$ cat config.mk
export PLATFORM = sky130hd
export DESIGN_NAME = locality_arbiter
export DESIGN_NICKNAME = d
export VERILOG_FILES = /design/src/rtl/loc_arb_pkg.sv /design/src/rtl/loc_addr_decode.sv /design/src/rtl/loc_req_bank.sv /design/src/rtl/loc_owner_ctl.sv /design/src/rtl/loc_readback.sv /design/src/rtl/locality_arbiter.sv
export SDC_FILE = /design/constraint.sdc
export NUM_CORES = 1
export LEC_CHECK = 0
export BUFFER_PORTS_ARGS = -buffer_cell sky130_fd_sc_hd__buf_2
export CAP_MARGIN = 15
export CORE_MARGIN = 8
export CORE_UTILIZATION = 45
export DETAILED_ROUTE_END_ITERATION = 8
export HOLD_SLACK_MARGIN = 0.15
export PLACE_DENSITY = 0.81
export SYNTH_ARGS = -nofsm -noshare
export SYNTH_HDL_FRONTEND = slang
export SYNTH_SLANG_ARGS = --single-unit
$ cat constraint.sdc
create_clock -name clk -period 2 [get_ports clk]
set_input_delay 0.4 -clock clk [delete_from_list [all_inputs] [get_ports clk]]
set_output_delay 0.4 -clock clk [all_outputs]
set_load 0.02 [all_outputs]
$ cat src/rtl/loc_arb_pkg.sv
package loc_arb_pkg;
  localparam int unsigned ACC_W      = 8;
  localparam int unsigned BIT_VALID  = 7;
  localparam int unsigned BIT_ACTIVE = 5;
  localparam int unsigned BIT_PEND   = 2;
  localparam int unsigned BIT_REQ    = 1;

  typedef logic [ACC_W-1:0] acc_byte_t;
endpackage

$ cat src/rtl/loc_addr_decode.sv
module loc_addr_decode #(
  parameter int NUM_LOC = 5,
  parameter int ADDR_W  = 16,
  parameter int LOC_LSB = 12,
  parameter int LOC_W   = 3
) (
  input  logic [ADDR_W-1:0]  addr,
  input  logic               wr,
  input  logic               rd,
  output logic [NUM_LOC-1:0] wr_stb,
  output logic               rd_hit,
  output logic [LOC_W-1:0]   loc_idx
);
  localparam int TOP_LSB = LOC_LSB + LOC_W;

  logic upper_zero;
  logic offset_zero;
  logic in_range;
  logic mapped;

  assign loc_idx     = addr[TOP_LSB-1:LOC_LSB];
  assign offset_zero = (addr[LOC_LSB-1:0] == '0);
  assign in_range    = (int'(loc_idx) < NUM_LOC);

  generate
    if (ADDR_W > TOP_LSB) begin : g_upper
      assign upper_zero = (addr[ADDR_W-1:TOP_LSB] == '0);
    end else begin : g_no_upper
      assign upper_zero = 1'b1;
    end
  endgenerate

  assign mapped = upper_zero && offset_zero && in_range;
  assign rd_hit = rd && mapped;

  generate
    for (genvar g = 0; g < NUM_LOC; g++) begin : g_stb
      assign wr_stb[g] = wr && mapped && (loc_idx == LOC_W'(g));
    end
  endgenerate
endmodule

$ cat src/rtl/loc_req_bank.sv
module loc_req_bank #(
  parameter int NUM_LOC = 5
) (
  input  logic               clk,
  input  logic               rst,
  input  logic [NUM_LOC-1:0] set_vec,
  input  logic [NUM_LOC-1:0] clr_vec,
  output logic [NUM_LOC-1:0] req_q
);
  generate
    for (genvar g = 0; g < NUM_LOC; g++) begin : g_req
      always_ff @(posedge clk) begin
        if (rst) begin
          req_q[g] <= 1'b0;
        end else if (clr_vec[g]) begin
          req_q[g] <= 1'b0;
        end else if (set_vec[g]) begin
          req_q[g] <= 1'b1;
        end
      end
    end
  endgenerate
endmodule

$ cat src/rtl/loc_owner_ctl.sv
module loc_owner_ctl
  import loc_arb_pkg::*;
#(
  parameter int NUM_LOC = 5,
  parameter int LOC_W   = 3
) (
  input  logic               clk,
  input  logic               rst,
  input  logic [NUM_LOC-1:0] wr_stb,
  input  acc_byte_t          wdata,
  input  logic [NUM_LOC-1:0] req_q,
  output logic [NUM_LOC-1:0] set_vec,
  output logic [NUM_LOC-1:0] clr_vec,
  output logic               owner_valid,
  output logic [LOC_W-1:0]   owner_idx,
  output logic               loc_change
);
  logic [LOC_W-1:0]   pick;
  logic               grant_now;
  logic               release_now;
  logic [NUM_LOC-1:0] grant_vec;
  logic [NUM_LOC-1:0] own_vec;

  // Highest-numbered queued request wins: later loop iterations override.
  always_comb begin
    pick = '0;
    for (int i = 0; i < NUM_LOC; i++) begin
      if (req_q[i]) pick = LOC_W'(i);
    end
  end

  assign grant_now = !owner_valid && (req_q != '0);

  generate
    for (genvar g = 0; g < NUM_LOC; g++) begin : g_vec
      assign grant_vec[g] = grant_now && (pick == LOC_W'(g));
      assign own_vec[g]   = owner_valid && (owner_idx == LOC_W'(g));
    end
  endgenerate

  assign release_now = wdata[BIT_ACTIVE] && ((wr_stb & own_vec) != '0);
  assign set_vec     = wr_stb & {NUM_LOC{wdata[BIT_REQ]}} & ~own_vec & ~grant_vec;
  assign clr_vec     = grant_vec;

  always_ff @(posedge clk) begin
    if (rst) begin
      owner_valid <= 1'b0;
      owner_idx   <= '0;
      loc_change  <= 1'b0;
    end else begin
      loc_change <= grant_now || release_now;
      if (release_now) begin
        owner_valid <= 1'b0;
        owner_idx   <= '0;
      end else if (grant_now) begin
        owner_valid <= 1'b1;
        owner_idx   <= pick;
      end
    end
  end
endmodule

$ cat src/rtl/loc_readback.sv
module loc_readback
  import loc_arb_pkg::*;
#(
  parameter int NUM_LOC = 5,
  parameter int LOC_W   = 3
) (
  input  logic               clk,
  input  logic               rst,
  input  logic               rd_hit,
  input  logic [LOC_W-1:0]   loc_idx,
  input  logic [NUM_LOC-1:0] req_q,
  input  logic               owner_valid,
  input  logic [LOC_W-1:0]   owner_idx,
  output acc_byte_t          rdata
);
  acc_byte_t view [NUM_LOC];
  acc_byte_t sel;

  generate
    for (genvar g = 0; g < NUM_LOC; g++) begin : g_view
      localparam logic [NUM_LOC-1:0] SELF = NUM_LOC'(1) << g;
      always_comb begin
        view[g]             = '0;
        view[g][BIT_VALID]  = 1'b1;
        view[g][BIT_ACTIVE] = owner_valid && (owner_idx == LOC_W'(g));
        view[g][BIT_PEND]   = ((req_q & ~SELF) != '0);
        view[g][BIT_REQ]    = req_q[g];
      end
    end
  endgenerate

  always_comb begin
    sel = '0;
    for (int i = 0; i < NUM_LOC; i++) begin
      if (loc_idx == LOC_W'(i)) sel = view[i];
    end
  end

  always_ff @(posedge clk) begin
    if (rst) begin
      rdata <= '0;
    end else begin
      rdata <= rd_hit ? sel : '0;
    end
  end
endmodule

$ cat src/rtl/locality_arbiter.sv
module locality_arbiter
  import loc_arb_pkg::*;
#(
  parameter int NUM_LOC = 5,
  parameter int ADDR_W  = 16,
  parameter int LOC_LSB = 12,
  parameter int LOC_W   = 3
) (
  input  logic              clk,
  input  logic              rst,
  input  logic [ADDR_W-1:0] bus_addr,
  input  logic              bus_wr,
  input  logic              bus_rd,
  input  logic [7:0]        bus_wdata,
  output logic [7:0]        bus_rdata,
  output logic              owner_valid,
  output logic [LOC_W-1:0]  owner_loc,
  output logic              locality_change
);
  logic [NUM_LOC-1:0] wr_stb;
  logic               rd_hit;
  logic [LOC_W-1:0]   loc_idx;
  logic [NUM_LOC-1:0] req_q;
  logic [NUM_LOC-1:0] set_vec;
  logic [NUM_LOC-1:0] clr_vec;

  loc_addr_decode #(
    .NUM_LOC(NUM_LOC), .ADDR_W(ADDR_W), .LOC_LSB(LOC_LSB), .LOC_W(LOC_W)
  ) u_dec (
    .addr(bus_addr), .wr(bus_wr), .rd(bus_rd),
    .wr_stb(wr_stb), .rd_hit(rd_hit), .loc_idx(loc_idx)
  );

  loc_req_bank #(.NUM_LOC(NUM_LOC)) u_req (
    .clk(clk), .rst(rst), .set_vec(set_vec), .clr_vec(clr_vec), .req_q(req_q)
  );

  loc_owner_ctl #(.NUM_LOC(NUM_LOC), .LOC_W(LOC_W)) u_own (
    .clk(clk), .rst(rst), .wr_stb(wr_stb), .wdata(bus_wdata), .req_q(req_q),
    .set_vec(set_vec), .clr_vec(clr_vec), .owner_valid(owner_valid),
    .owner_idx(owner_loc), .loc_change(locality_change)
  );

  loc_readback #(.NUM_LOC(NUM_LOC), .LOC_W(LOC_W)) u_rb (
    .clk(clk), .rst(rst), .rd_hit(rd_hit), .loc_idx(loc_idx), .req_q(req_q),
    .owner_valid(owner_valid), .owner_idx(owner_loc), .rdata(bus_rdata)
  );
endmodule

# After elaboration in Yosys (flattened, before gate mapping)
# Cells that the tools add are included.
[word_totals]
register_bits = 18
[classes]
order_cmp = 1
n_reduce_logical = 42
n_eq_ne = 12
bitwise_logic = 8
mux = 9
[ops]
columns = ["operator", "count"]
rows = [
  ["$mux 8", 5],
  ["$reduce_bool 5->1", 7],
  ["$logic_and 1x1->1", 21],
  ["$and 5x5->5", 4],
  ["$eq 3x2->1 const B", 6],
  ["$reduce_or 2->1", 7],
  ["$logic_not 12->1", 1],
  ["$not 5->5", 2],
  ["$eq 3x1->1 const B", 3],
  ["$eq 3x3->1 const B", 3],
  ["$logic_not 3->1", 3],
  ["$reduce_or 6->1", 1],
  ["$mux 2", 2],
  ["$lt 3x3->1 const B", 1],
  ["$mux 3", 1],
  ["$not 1->1", 2],
  ["$logic_not 1->1", 1],
  ["$logic_or 1x1->1", 1],
  ["$mux 1", 1],
]

# Longest topological paths before layout
# Gate-level depths: netlist of the first run.
[logic_depth]
word_depth = 9
ltp_mapped = 6
mapped_depth_nobuf = 5

# By module
# From an unflattened synthesis of the first run, not the netlist that was laid out.
[unflattened]
hier_cells = 127
hier_area_um2 = 1056.0
[by_module_without_submodules]
columns = ["mod", "area_per_inst_um2", "seq_area_each_um2", "cells_per_inst", "n_inst"]
rows = [
  ["loc_owner_ctl", 392.9, 100.1, 52, 1],
  ["loc_readback", 340.3, 80.1, 40, 1],
  ["loc_addr_decode", 178.9, 0.0, 20, 1],
  ["loc_req_bank", 143.9, 100.1, 15, 1],
]

# Worst setup path after synthesis of the first run
# No wires, ideal clock.
[synth_path]
path_type = "register -> register"
from = "register u_own.owner_valid"
to = "register u_own.owner_valid"
arrival_time_ns = 1.440
n_path_buf = 1
path_stages_with_launch = 6
required_time_ns = 1.863
slack_ns = 0.423
cell_sequence = "dfxtp_1 > buf_2 > nor3b_1 > a32oi_1 > nor3_1 > a211oi_1"
[synth_via]
elab_chain_cells = 5
elab_cells_between_ends = 11
cone_classes = "bitwise (1); reduce/logical (10)"
[synth_lines]
columns = ["item", "line", "source"]
rows = [
  ["from (decl)", "loc_owner_ctl.sv:14", "output logic owner_valid,"],
  ["from (signal assigned)", "loc_owner_ctl.sv:47", "owner_valid <= 1'b0;"],
  ["from (signal assigned)", "loc_owner_ctl.sv:53", "owner_valid <= 1'b0;"],
  ["from (signal assigned)", "loc_owner_ctl.sv:56", "owner_valid <= 1'b1;"],
  ["$logic_and 1x1->1", "loc_owner_ctl.sv:37", "assign own_vec[g] = owner_valid && (owner_idx == LOC_W'(g));"],
  ["$and 5x5->5", "loc_owner_ctl.sv:41", "assign release_now = wdata[BIT_ACTIVE] && ((wr_stb & own_vec) != '0);"],
  ["$reduce_bool 5->1", "loc_owner_ctl.sv:41", ""],
  ["$logic_and 1x1->1", "loc_owner_ctl.sv:41", ""],
  ["$reduce_or 2->1 (no line)", "--", ""],
]
# Parallel ways exist; a longest one is shown, timed or not.
# A chain may end at the register's enable or synchronous reset.

# Worst setup path in the final report of the first run
# Ends and elaborated chain as after synthesis.

==> flow_summary.ini, run 1 <==
[detailed_routing]
ant_nets = 0
first_pass_iters = 4
routedWlPerCell_um = 14.85
viasPerCell = 5.867
drc = 0
vias = 974
routed_wl_um = 2465
drtIter0Drc = 40

[yosys]
synthCells = 115
yosys-top-cells-area = dfxtp_1 30%, nor4_4 4.5%, nor2_1 3.6%, nor3_1 3.2%, buf_4 3.2%
synth-seq-cells = 14
synth_edf_count = 0
yosysMostFrequentCell = dfxtp_1
avgSynthCellArea_um2 = 8.138
async_flop_share_pct = 0
synth-main-ff-cell = dfxtp_1
yosys.area.top_type = dfxtp_1
synth_commonest_cells = 14 x dfxtp_1, 9 x nor2_1, 7 x clkbuf_1, 7 x nand2_1, 6 x nor3_1
synth_top_area_share_pct = 29.95
synth_cell_types = 44
synth-warning-count = 0
syn_area_um2 = 935.9
ys_seq_area_share_pct = 29.95

[finish]
area_delta_synth_final_pct = 17.65
n_antenna_cell = 0
fin_nets = 168
final_area_um2 = 1101
drive_gt1_share_pct = 31.65

[power_and_ir_drop]
p_per_area_nw_per_um2 = 508.8
combPwrFrac_pct = 12.2
clockPowerShare_pct = 38.1
worst_ir_drop_vdd_mv = 0.2938
p_leak_nw = 0.4545
p_seq_share_pct = 49.7
swShare_pct = 25.82
power_switching_w = 0.0001447
internal_power_w = 0.0004155

[cts]
cts_setup_buffers = 0
cts_tree = built
clockBufferDepth = 2
cts_buffers = 3
clkTransAtPathRegs_ps = 90
cts.sinks = 14
cts_resized = 0
htreeDepth = 1
root_buffer = clkbuf_4
cts_hold_buffers = 0
clk_latency_ps = 290

[place]
gp_congestion = 0.8213
place_area_um2 = 1065
numPortBuffers = 30
dp_hpwl_um = 1946

[timing]
finalCritPeriodShare_pct = 84.29
hold_viol = 0
drv_slew = 0
setup_violations = 0
tightest_slew_ps = 515.8
relSlewSlack_pct = 64.72
rsz0062_at_grt = no
skew_ps = 6.156
fin_crit_ps = 1686
tns_ps = 0
fmax_ghz = 0.5932

[die]
num_rows = 16
start_util_pct = 47.70
io_pins = 41
die_x_um = 61.61
coreArea_um2 = 1962
dieArea_um2 = 3795
die_y_um = 61.61

[grt]
gr-total-overflow = 0
track_usage_pct = 13.85
antenna_found_initial = 0
grt_max_degree = 14
grt_pass1_vias = 926
grt_pass1_wl_um = 4036

[worst_hold_path]
hold_path_end = u_req.req_q[4]
hold_start = rst
hold_depth = 2
worst_hold_path_type = in2reg

[job]
cap_violations = 0

[setup_path]
r2r_slack_ps = 310
cp_max_fo = 13
required_ps = 2150
worstSetupPathType = reg2reg
cp-start-kind = register
path_buf_inv = 0
critPathTopFamily = simple AND/OR/NAND/NOR gates
worst-r2r-cell-count = 4
path_cells = nor3b_1 -> a32oi_1 -> nor3_1 -> a211oi_1
cp-end-kind = register
r2r_end = u_own.owner_valid
crit_path_top_delay_cell = dfxtp_1
max_stage_delay_ps = 550
arrival_ps = 1840
r2r_start = u_own.owner_valid

[outcome]
status = completed
layout make-up:
class                           count  area, µm²
Tap cell                           27      33.78
Sequential cell                    14      280.3
Inverter                            4      15.01
Fill cell                         198      860.8
Timing Repair Buffer               30      150.1
Clock buffer                        4      36.28
Multi-Input combinational cell     87      585.6
metrics by stage:
step                hold slack (ps)  instances   power, W  utilization (%)  worst slack, ps
global placement              526.8        162  0.0003494            54.27            273.2
global route                  398.1        166  0.0005768            56.12            100.2
finish                        376.2        166  0.0005602            56.12            314.3
detailed placement            546.4        162  0.0003520            54.27            218.8
floorplan                     493.4        118  0.0003270                -            422.8
CTS                           379.2        166  0.0005599            56.12            331.1
how the worst max path moves through the flow:
stage / cells past startpoint / start / end / slack [ps]
after floorplan: 5 / u_own.owner_valid / u_own.owner_valid / 420
after global placement: 5 / bus_addr[0] / u_req.req_q[3] / 270
after detailed placement: 5 / bus_addr[5] / u_own.owner_valid / 220
after CTS: 4 / u_own.owner_valid / u_own.owner_valid / 330
after global routing: 4 / u_own.owner_valid / u_own.owner_valid / 100
final: 4 / u_own.owner_valid / u_own.owner_valid / 310
cell usage in the layout (no fill, tap or decap), types with 2 or more instances in the layout:
cell type	instances
o211ai_1	2
nor4_1	2
or2_2	2
nor2_1	9
a21oi_1	3
dfxtp_1	14
nor2b_1	4
nand2_1	7
o31ai_1	2
o21ai_0	4
clkbuf_4	3
a31oi_1	3
nand4_1	3
buf_2	30
o21ai_1	4
a211oi_1	2
nand3_1	4
xnor2_1	2
nor4_4	2
inv_1	4
conb_1	4
nor3_1	6
nor3b_1	2
cell families (layout without fill, tap and decap cells):
logic type / count (synthesis) / count (layout) / synth area share (%)
AND/OR/NAND/NOR: 52 / 52 / 36.50
XOR/XNOR: 2 / 2 / 1.872
other: 1 / 4 / 0.4007
buffers and inverters: 17 / 38 / 8.690
flip-flops: 14 / 14 / 29.95
AO/OA/AOI/OAI: 28 / 28 / 20.19
multiplexers: 1 / 1 / 2.406
power by group through the flow:
stage               registers, W  clock network, W  logic (W)
CTS                     0.000278          0.000214  0.0000674
detailed placement      0.000285                 0  0.0000670
global placement        0.000285                 0  0.0000644
finish                  0.000279          0.000214  0.0000681
global route            0.000279          0.000222  0.0000760
floorplan               0.000285                 0  0.0000420
flip-flops by register name, indices dropped and copies added, names as in the netlist:
signal	count
u_req.req_q	5
u_rb.rdata	4
u_own.owner_idx	3
u_own.loc_change	1
u_own.owner_valid	1
metal layers:
layer  vias up  routed length [µm]  track usage [%]
met1       457                 986            15.95
met3         4                 171            1.879
met2        40                1267            23.04
met5         -                   0                0
li1        473                   -                -
met4         0                  40            9.416
(Power assumes the default switching activity.)
==> run 2, diff against run 1 <==
--- a/config.mk
+++ b/config.mk
@@ -8,10 +8,10 @@
 export BUFFER_PORTS_ARGS = -buffer_cell sky130_fd_sc_hd__buf_2
 export CAP_MARGIN = 15
 export CORE_MARGIN = 8
-export CORE_UTILIZATION = 45
+export CORE_UTILIZATION = 42
 export DETAILED_ROUTE_END_ITERATION = 8
 export HOLD_SLACK_MARGIN = 0.15
-export PLACE_DENSITY = 0.81
+export PLACE_DENSITY = 0.79
 export SYNTH_ARGS = -nofsm -noshare
 export SYNTH_HDL_FRONTEND = slang
 export SYNTH_SLANG_ARGS = --single-unit
==> constraint.sdc (replaced) <==
create_clock -name clk -period 1.38 [get_ports clk]
set_input_delay 0.276 -clock clk [delete_from_list [all_inputs] [get_ports clk]]
set_output_delay 0.276 -clock clk [all_outputs]
set_load 0.02 [all_outputs]
==> run 2 against run 1 <==
  * The flow now finishes with violations (negative setup slack)
  * Worst hold slack worse by 120 ps
  * Die area is 5.3% higher
  * Clock power increased by 43%
  * Final cell count grew 9.0%
  * Wire length rose by 18%
  * Non-clock buffer count rose by 14
  * Sequential share of layout area fell by 3.1 points
  * Sequential power grew 43%
  * First-iteration DRC count is 13% higher
  * Power grew 49%
  * Design area is 19% higher
  * Critical path type is now in2reg
  * Largest cell class unchanged
==> flow_summary.ini, run 2 (synthesis gave the netlist of run 1 again) <==
[outcome]
status = finished with violations
violations = negative setup slack

[die]
io_pins = 41
coreArea_um2 = 2170
start_util_pct = 43.14
die_x_um = 63.21
num_rows = 17
dieArea_um2 = 3995
die_y_um = 63.21

[cts]
cts_hold_buffers = 0
cts_buffers = 3
clk_latency_ps = 280
root_buffer = clkbuf_4
clockBufferDepth = 2
cts_tree = built
clkTransAtPathRegs_ps = 90
htreeDepth = 1
cts.sinks = 14

[power_and_ir_drop]
internal_power_w = 0.0006186
p_per_area_nw_per_um2 = 639.7
power_switching_w = 0.0002170
worst_ir_drop_vdd_mv = 0.3770
p_leak_nw = 0.5534
p_seq_share_pct = 47.8
clockPowerShare_pct = 36.5
combPwrFrac_pct = 15.7
swShare_pct = 25.96

[finish]
final_cells = 181
layout_commonest_cell = buf_2
area_delta_synth_final_pct = 39.57
fillers = 199
largest_reg_flops = 5
top_register = u_req.req_q
drive_gt1_share_pct = 47.06
fin_nets = 182
regArea_um2 = 291.5
mostFrequentLayoutCells = 28 x buf_2, 14 x buf_4, 9 x nor2_1, 9 x dfxtp_1, 7 x nand2_1
n_antenna_cell = 0
multi_input_area_um2 = 660.6
reg_top3 = u_req.req_q x5, u_rb.rdata x4, u_own.owner_idx x3

[timing]
skew_ps = 0.7690
finalCritPeriodShare_pct = 100.6
worst_slack_ps = -7.879
rsz0062_at_grt = yes
setup_violations = 2
fin_crit_ps = 1388
hold_viol = 0
fmax_ghz = 0.7205
drv_slew = 0
hold_slack_ps = 253.0

[setup_path]
worst-r2r-cell-count = 4
r2r_end = u_rb.rdata[1]
critPathLaunch = bus_addr[0]
worstSetupPathType = in2reg
r2r_slack_ps = -8
cp-start-kind = primary input
path_cells = buf_6 -> or4_4 -> nor4_4 -> nand4_2 -> o21ai_1
cp-end-kind = register
r2r_start = u_req.req_q[1]
required_ps = 1590
max_stage_delay_ps = 540
cp_max_fo = 4
arrival_ps = 1600
crit_path_top_delay_cell = or4_4

[place]
gp_congestion = 0.8797
place_inst = 175
dp_hpwl_um = 2206
numPortBuffers = 30

[grt]
track_usage_pct = 14.69
gr-total-overflow = 0
grt.busiest_layer = met2
grt_max_degree = 10
grt_pass1_wl_um = 4843
antenna_found_initial = 0
grt_pass1_vias = 1098
grt_use_met2_pct = 25.48
grt_use_met1_pct = 15.31
use_met3_pct = 4.064

[worst_hold_path]
hold_depth = 2
worst_hold_path_type = in2reg
hold_path_end = u_req.req_q[4]
hold_start = rst

[detailed_routing]
ant_nets = 0
vias = 1047
routedWlPerCell_um = 16.14
first_pass_iters = 6
drc = 0
routed_wl_um = 2921
viasPerCell = 5.785
drtIter0Drc = 45

[job]
cap_violations = 0
## run 2: cell count changes in the layout (fill, tap and decap cells not counted), moves of 2 or more
cell and change:
buf_4 +14, dfxtp_1 -5, dfxtp_2 +3, buf_2 -2, buf_6 +2, dfxtp_4 +2
xnor2_1 -2, xnor2_2 +2
## run 2: worst max path at each step
stage / depth (start not counted) / endpoint / slack [ps]
6_report: 5 / u_req.req_q[3] / -8
5_1_grt: 4 / u_own.owner_valid / -40
4_1_cts: 5 / u_req.req_q[3] / 5
3_5_place_dp: 5 / u_req.req_q[3] / -290
3_3_place_gp: 5 / u_req.req_q[1] / -180
2_1_floorplan: 4 / u_req.req_q[1] / -4
## run 2: critical path: cells and delay by family
kind	cells	cell delay (ps)
AND/OR/NAND/NOR	3	1020
AO/OA/AOI/OAI	1	210
buffers and inverters	1	90
## run 2: area by class of cell
class,instances,area share (%)
Sequential cell,14,22.32
Inverter,4,1.149
Timing Repair Buffer,44,20.50
Clock buffer,4,2.778
Tap cell,28,2.682
Multi-Input combinational cell,87,50.57
## run 2: power by group through the flow
stage               clock [W]  sequential [W]  combinational [W]
floorplan                   0        0.000411          0.0000611
global placement            0        0.000411           0.000111
detailed placement          0        0.000411           0.000116
CTS                  0.000305        0.000402           0.000116
global route         0.000341        0.000400           0.000145
finish               0.000305        0.000400           0.000131
## run 2: stage by stage
step	worst slack (ps)	util [%]	cell area, µm²	setup TNS, ps	total power, W
finish	-7.879	60.21	1306	-13.84	0.0008356
floorplan	-3.897	-	983.4	-11.53	0.0004722
CTS	4.717	55.71	1209	0	0.0008231
global route	-44.96	60.21	1306	-144.1	0.0008854
detailed placement	-294.9	54.04	1172	-2035	0.0005270
global placement	-179.4	54.04	1172	-1297	0.0005222
## run 2: metal layers
layer / part of all wire, % / vias to the layer above
met4: 4.6 / 0
met3: 6.9 / 18
met1: 36 / 468
met2: 52 / 61
li1: - / 500
met5: 0 / -
## run 2: timing repair
action | CTS | global route
endpoints found under the setup margin | 0 | 8
resized for setup | 0 | 14
buffers inserted | 0 | 2
==> run 3, diff against run 2 <==
--- a/config.mk
+++ b/config.mk
@@ -5,13 +5,14 @@
 export SDC_FILE = /design/constraint.sdc
 export NUM_CORES = 1
 export LEC_CHECK = 0
-export BUFFER_PORTS_ARGS = -buffer_cell sky130_fd_sc_hd__buf_2
+export ABC_AREA = 1
 export CAP_MARGIN = 15
 export CORE_MARGIN = 8
-export CORE_UTILIZATION = 42
+export CORE_UTILIZATION = 45
 export DETAILED_ROUTE_END_ITERATION = 8
+export DONT_BUFFER_PORTS = 1
 export HOLD_SLACK_MARGIN = 0.15
-export PLACE_DENSITY = 0.79
+export PLACE_DENSITY = 0.66
 export SYNTH_ARGS = -nofsm -noshare
 export SYNTH_HDL_FRONTEND = slang
 export SYNTH_SLANG_ARGS = --single-unit
==> run 3 against run 2 <==
  * Clock skew up 2.8 ps
  * Highest routed layer unchanged
  * Largest power group unchanged
  * Sequential share of layout area rose by 4.4 points
  * Non-clock buffer count shrank 34
  * Global-route usage shrank 1.2 points
  * Clock-buffer cell count unchanged
  * First-iteration DRC count is 40% lower
  * Critical path type is now reg2reg
  * Synthesized cell count up 27%
  * The flow now finishes without violations
  * Design area is 18% lower
==> flow_summary.ini, run 3 <==
[finish]
fin_nets = 187
layout_commonest_cell = nor2_1
top_register = u_req.req_q
largest_reg_flops = 5
area_delta_synth_final_pct = 14.63
multi_input_area_um2 = 539.3
mostFrequentLayoutCells = 25 x nor2_1, 19 x nand2_1, 18 x inv_1
fillers = 223
drive_gt1_share_pct = 24.68
n_antenna_cell = 0
regArea_um2 = 285.3
reg_top3 = u_req.req_q x5, u_rb.rdata x4, u_own.owner_idx x3
final_area_um2 = 1069

[detailed_routing]
drtIter0Drc = 27
routedWlPerCell_um = 12.57
drc = 0
viasPerCell = 4.886
routed_wl_um = 2326
vias = 904
ant_nets = 0
first_pass_iters = 4

[grt]
grt_pass1_wl_um = 3850
antenna_found_initial = 0
grt_pass1_vias = 911
grt_max_degree = 9
gr-total-overflow = 0
track_usage_pct = 13.50

[yosys]
yosysMostFrequentCell = nor2_1
ys_seq_area_share_pct = 30.07
yosys-top-cells-area = dfxtp_1 30%, nor2_1 11%, inv_1 8.1%, nand2_1 8.1%, nand3_1 5.9%
synth-main-ff-cell = dfxtp_1
synth-warning-count = 0
synth_commonest_cells = 27 x nor2_1, 20 x inv_1, 20 x nand2_1
synth-seq-cells = 14
avgSynthCellArea_um2 = 6.385
yosys.area.top_type = dfxtp_1
syn_area_um2 = 932.1
synth_top_area_share_pct = 30.07
synth_edf_count = 0
synthCells = 146
async_flop_share_pct = 0
synth_cell_types = 27

[cts]
clkTransAtPathRegs_ps = 90
cts_setup_buffers = 0
clockBufferDepth = 2
root_buffer = clkbuf_4
clk_latency_ps = 280
cts_buffers = 3
htreeDepth = 1
cts.sinks = 14
cts_tree = built

[outcome]
status = completed

[die]
coreArea_um2 = 1962
die_x_um = 61.51
num_rows = 16
dieArea_um2 = 3783
start_util_pct = 47.51
io_pins = 41
die_y_um = 61.51

[power_and_ir_drop]
p_per_area_nw_per_um2 = 711.4
worst_ir_drop_vdd_mv = 0.5257
p_leak_nw = 0.4691

[setup_path]
critPathTopFamily = simple AND/OR/NAND/NOR gates
arrival_ps = 1480
cp_max_fo = 7
path_cells = inv_2 -> nor2_4 -> nand3_1 -> nor2_1 -> nor2_2 -> nand3_1 -> nand2_2 -> nand2_2 -> nor2_1
worstSetupPathType = reg2reg
cp-end-kind = register
crit_path_top_delay_cell = dfxtp_4
required_ps = 1560
path_buf_inv = 1
cp-start-kind = register
max_stage_delay_ps = 390

[timing]
finalCritPeriodShare_pct = 93.82
hold_viol = 0
fmax_ghz = 0.7724
fin_crit_ps = 1295
setup_violations = 0
rsz0062_at_grt = no
skew_ps = 3.532
tns_ps = 0
drv_slew = 0

[worst_hold_path]
worst_hold_path_type = in2reg

[place]
dp_hpwl_um = 1952
gp_congestion = 0.8632
numPortBuffers = 0
place_area_um2 = 997.2

[job]
cap_violations = 0
==> run 3: through the flow <==
stage	cells	total power [W]	setup WS (ps)	utilization, %	hold WS (ps)
after floorplan	149	0.0004656	78.01	-	338.4
after detailed placement	179	0.0004646	69.14	50.83	342.4
after CTS	185	0.0007685	50.94	53.70	151.6
after global routing	185	0.0007909	7.404	54.46	152.7
after global placement	179	0.0004630	84.68	50.83	339.7
final	185	0.0007601	85.25	54.46	156.0
==> run 3: what timing repair did <==
item | 4_1_cts | 5_1_grt
resized for setup | 0 | 8
setup endpoints to repair | 0 | 5
endpoints found under the hold margin | 3 | 0
hold buffers | 2 | 0
==> run 3: kinds of logic after synthesis <==
family / Yosys count / synth area share, %
flops: 14 / 30.07
other cells: 1 / 0.4023
buf+inv: 29 / 14.09
compound gates: 23 / 14.36
simple gates: 79 / 41.07
==> run 3: final cells by class <==
class                   count  area share [%]
flip-flops and latches     14           26.70
repair buffers             10           7.845
multi-input cells         106           50.47
clock buffers               4           3.396
inverters                  24           8.431
well taps                  27           3.162
==> run 3: path summary, 6_finish.rpt <==
check                           slack (ps)         startpoint  depth (start not counted)                  to
worst max-delay path                    90  u_own.owner_valid                          9  u_own.owner_idx[2]
worst min-delay path                   160             bus_wr                          2      u_req.req_q[3]
worst max register to register          90  u_own.owner_valid                          9  u_own.owner_idx[2]
worst min register to register         530     u_req.req_q[1]                          2      u_req.req_q[1]
==> run 3: worst register-to-register path: cells and delay by family (launching register included) <==
family	cells	cell delay [ps]
buffers and inverters	1	70
flip-flops	1	390
AND/OR/NAND/NOR	8	740
==> run 3: routing by layer <==
layer  track usage, %  vias to the layer above  wire [µm]
met5                0                        -          0
met1            14.25                      399        931
met3            4.593                        2        171
met2            25.11                       19       1214
li1                 -                      484          -
met4            2.597                        0          8
==> run 3: power breakdown <==
group          switching (W)  internal (W)
clock               0.000141      0.000161
sequential     0.00000000497      0.000402
combinational      0.0000390     0.0000179
total               0.000180      0.000580
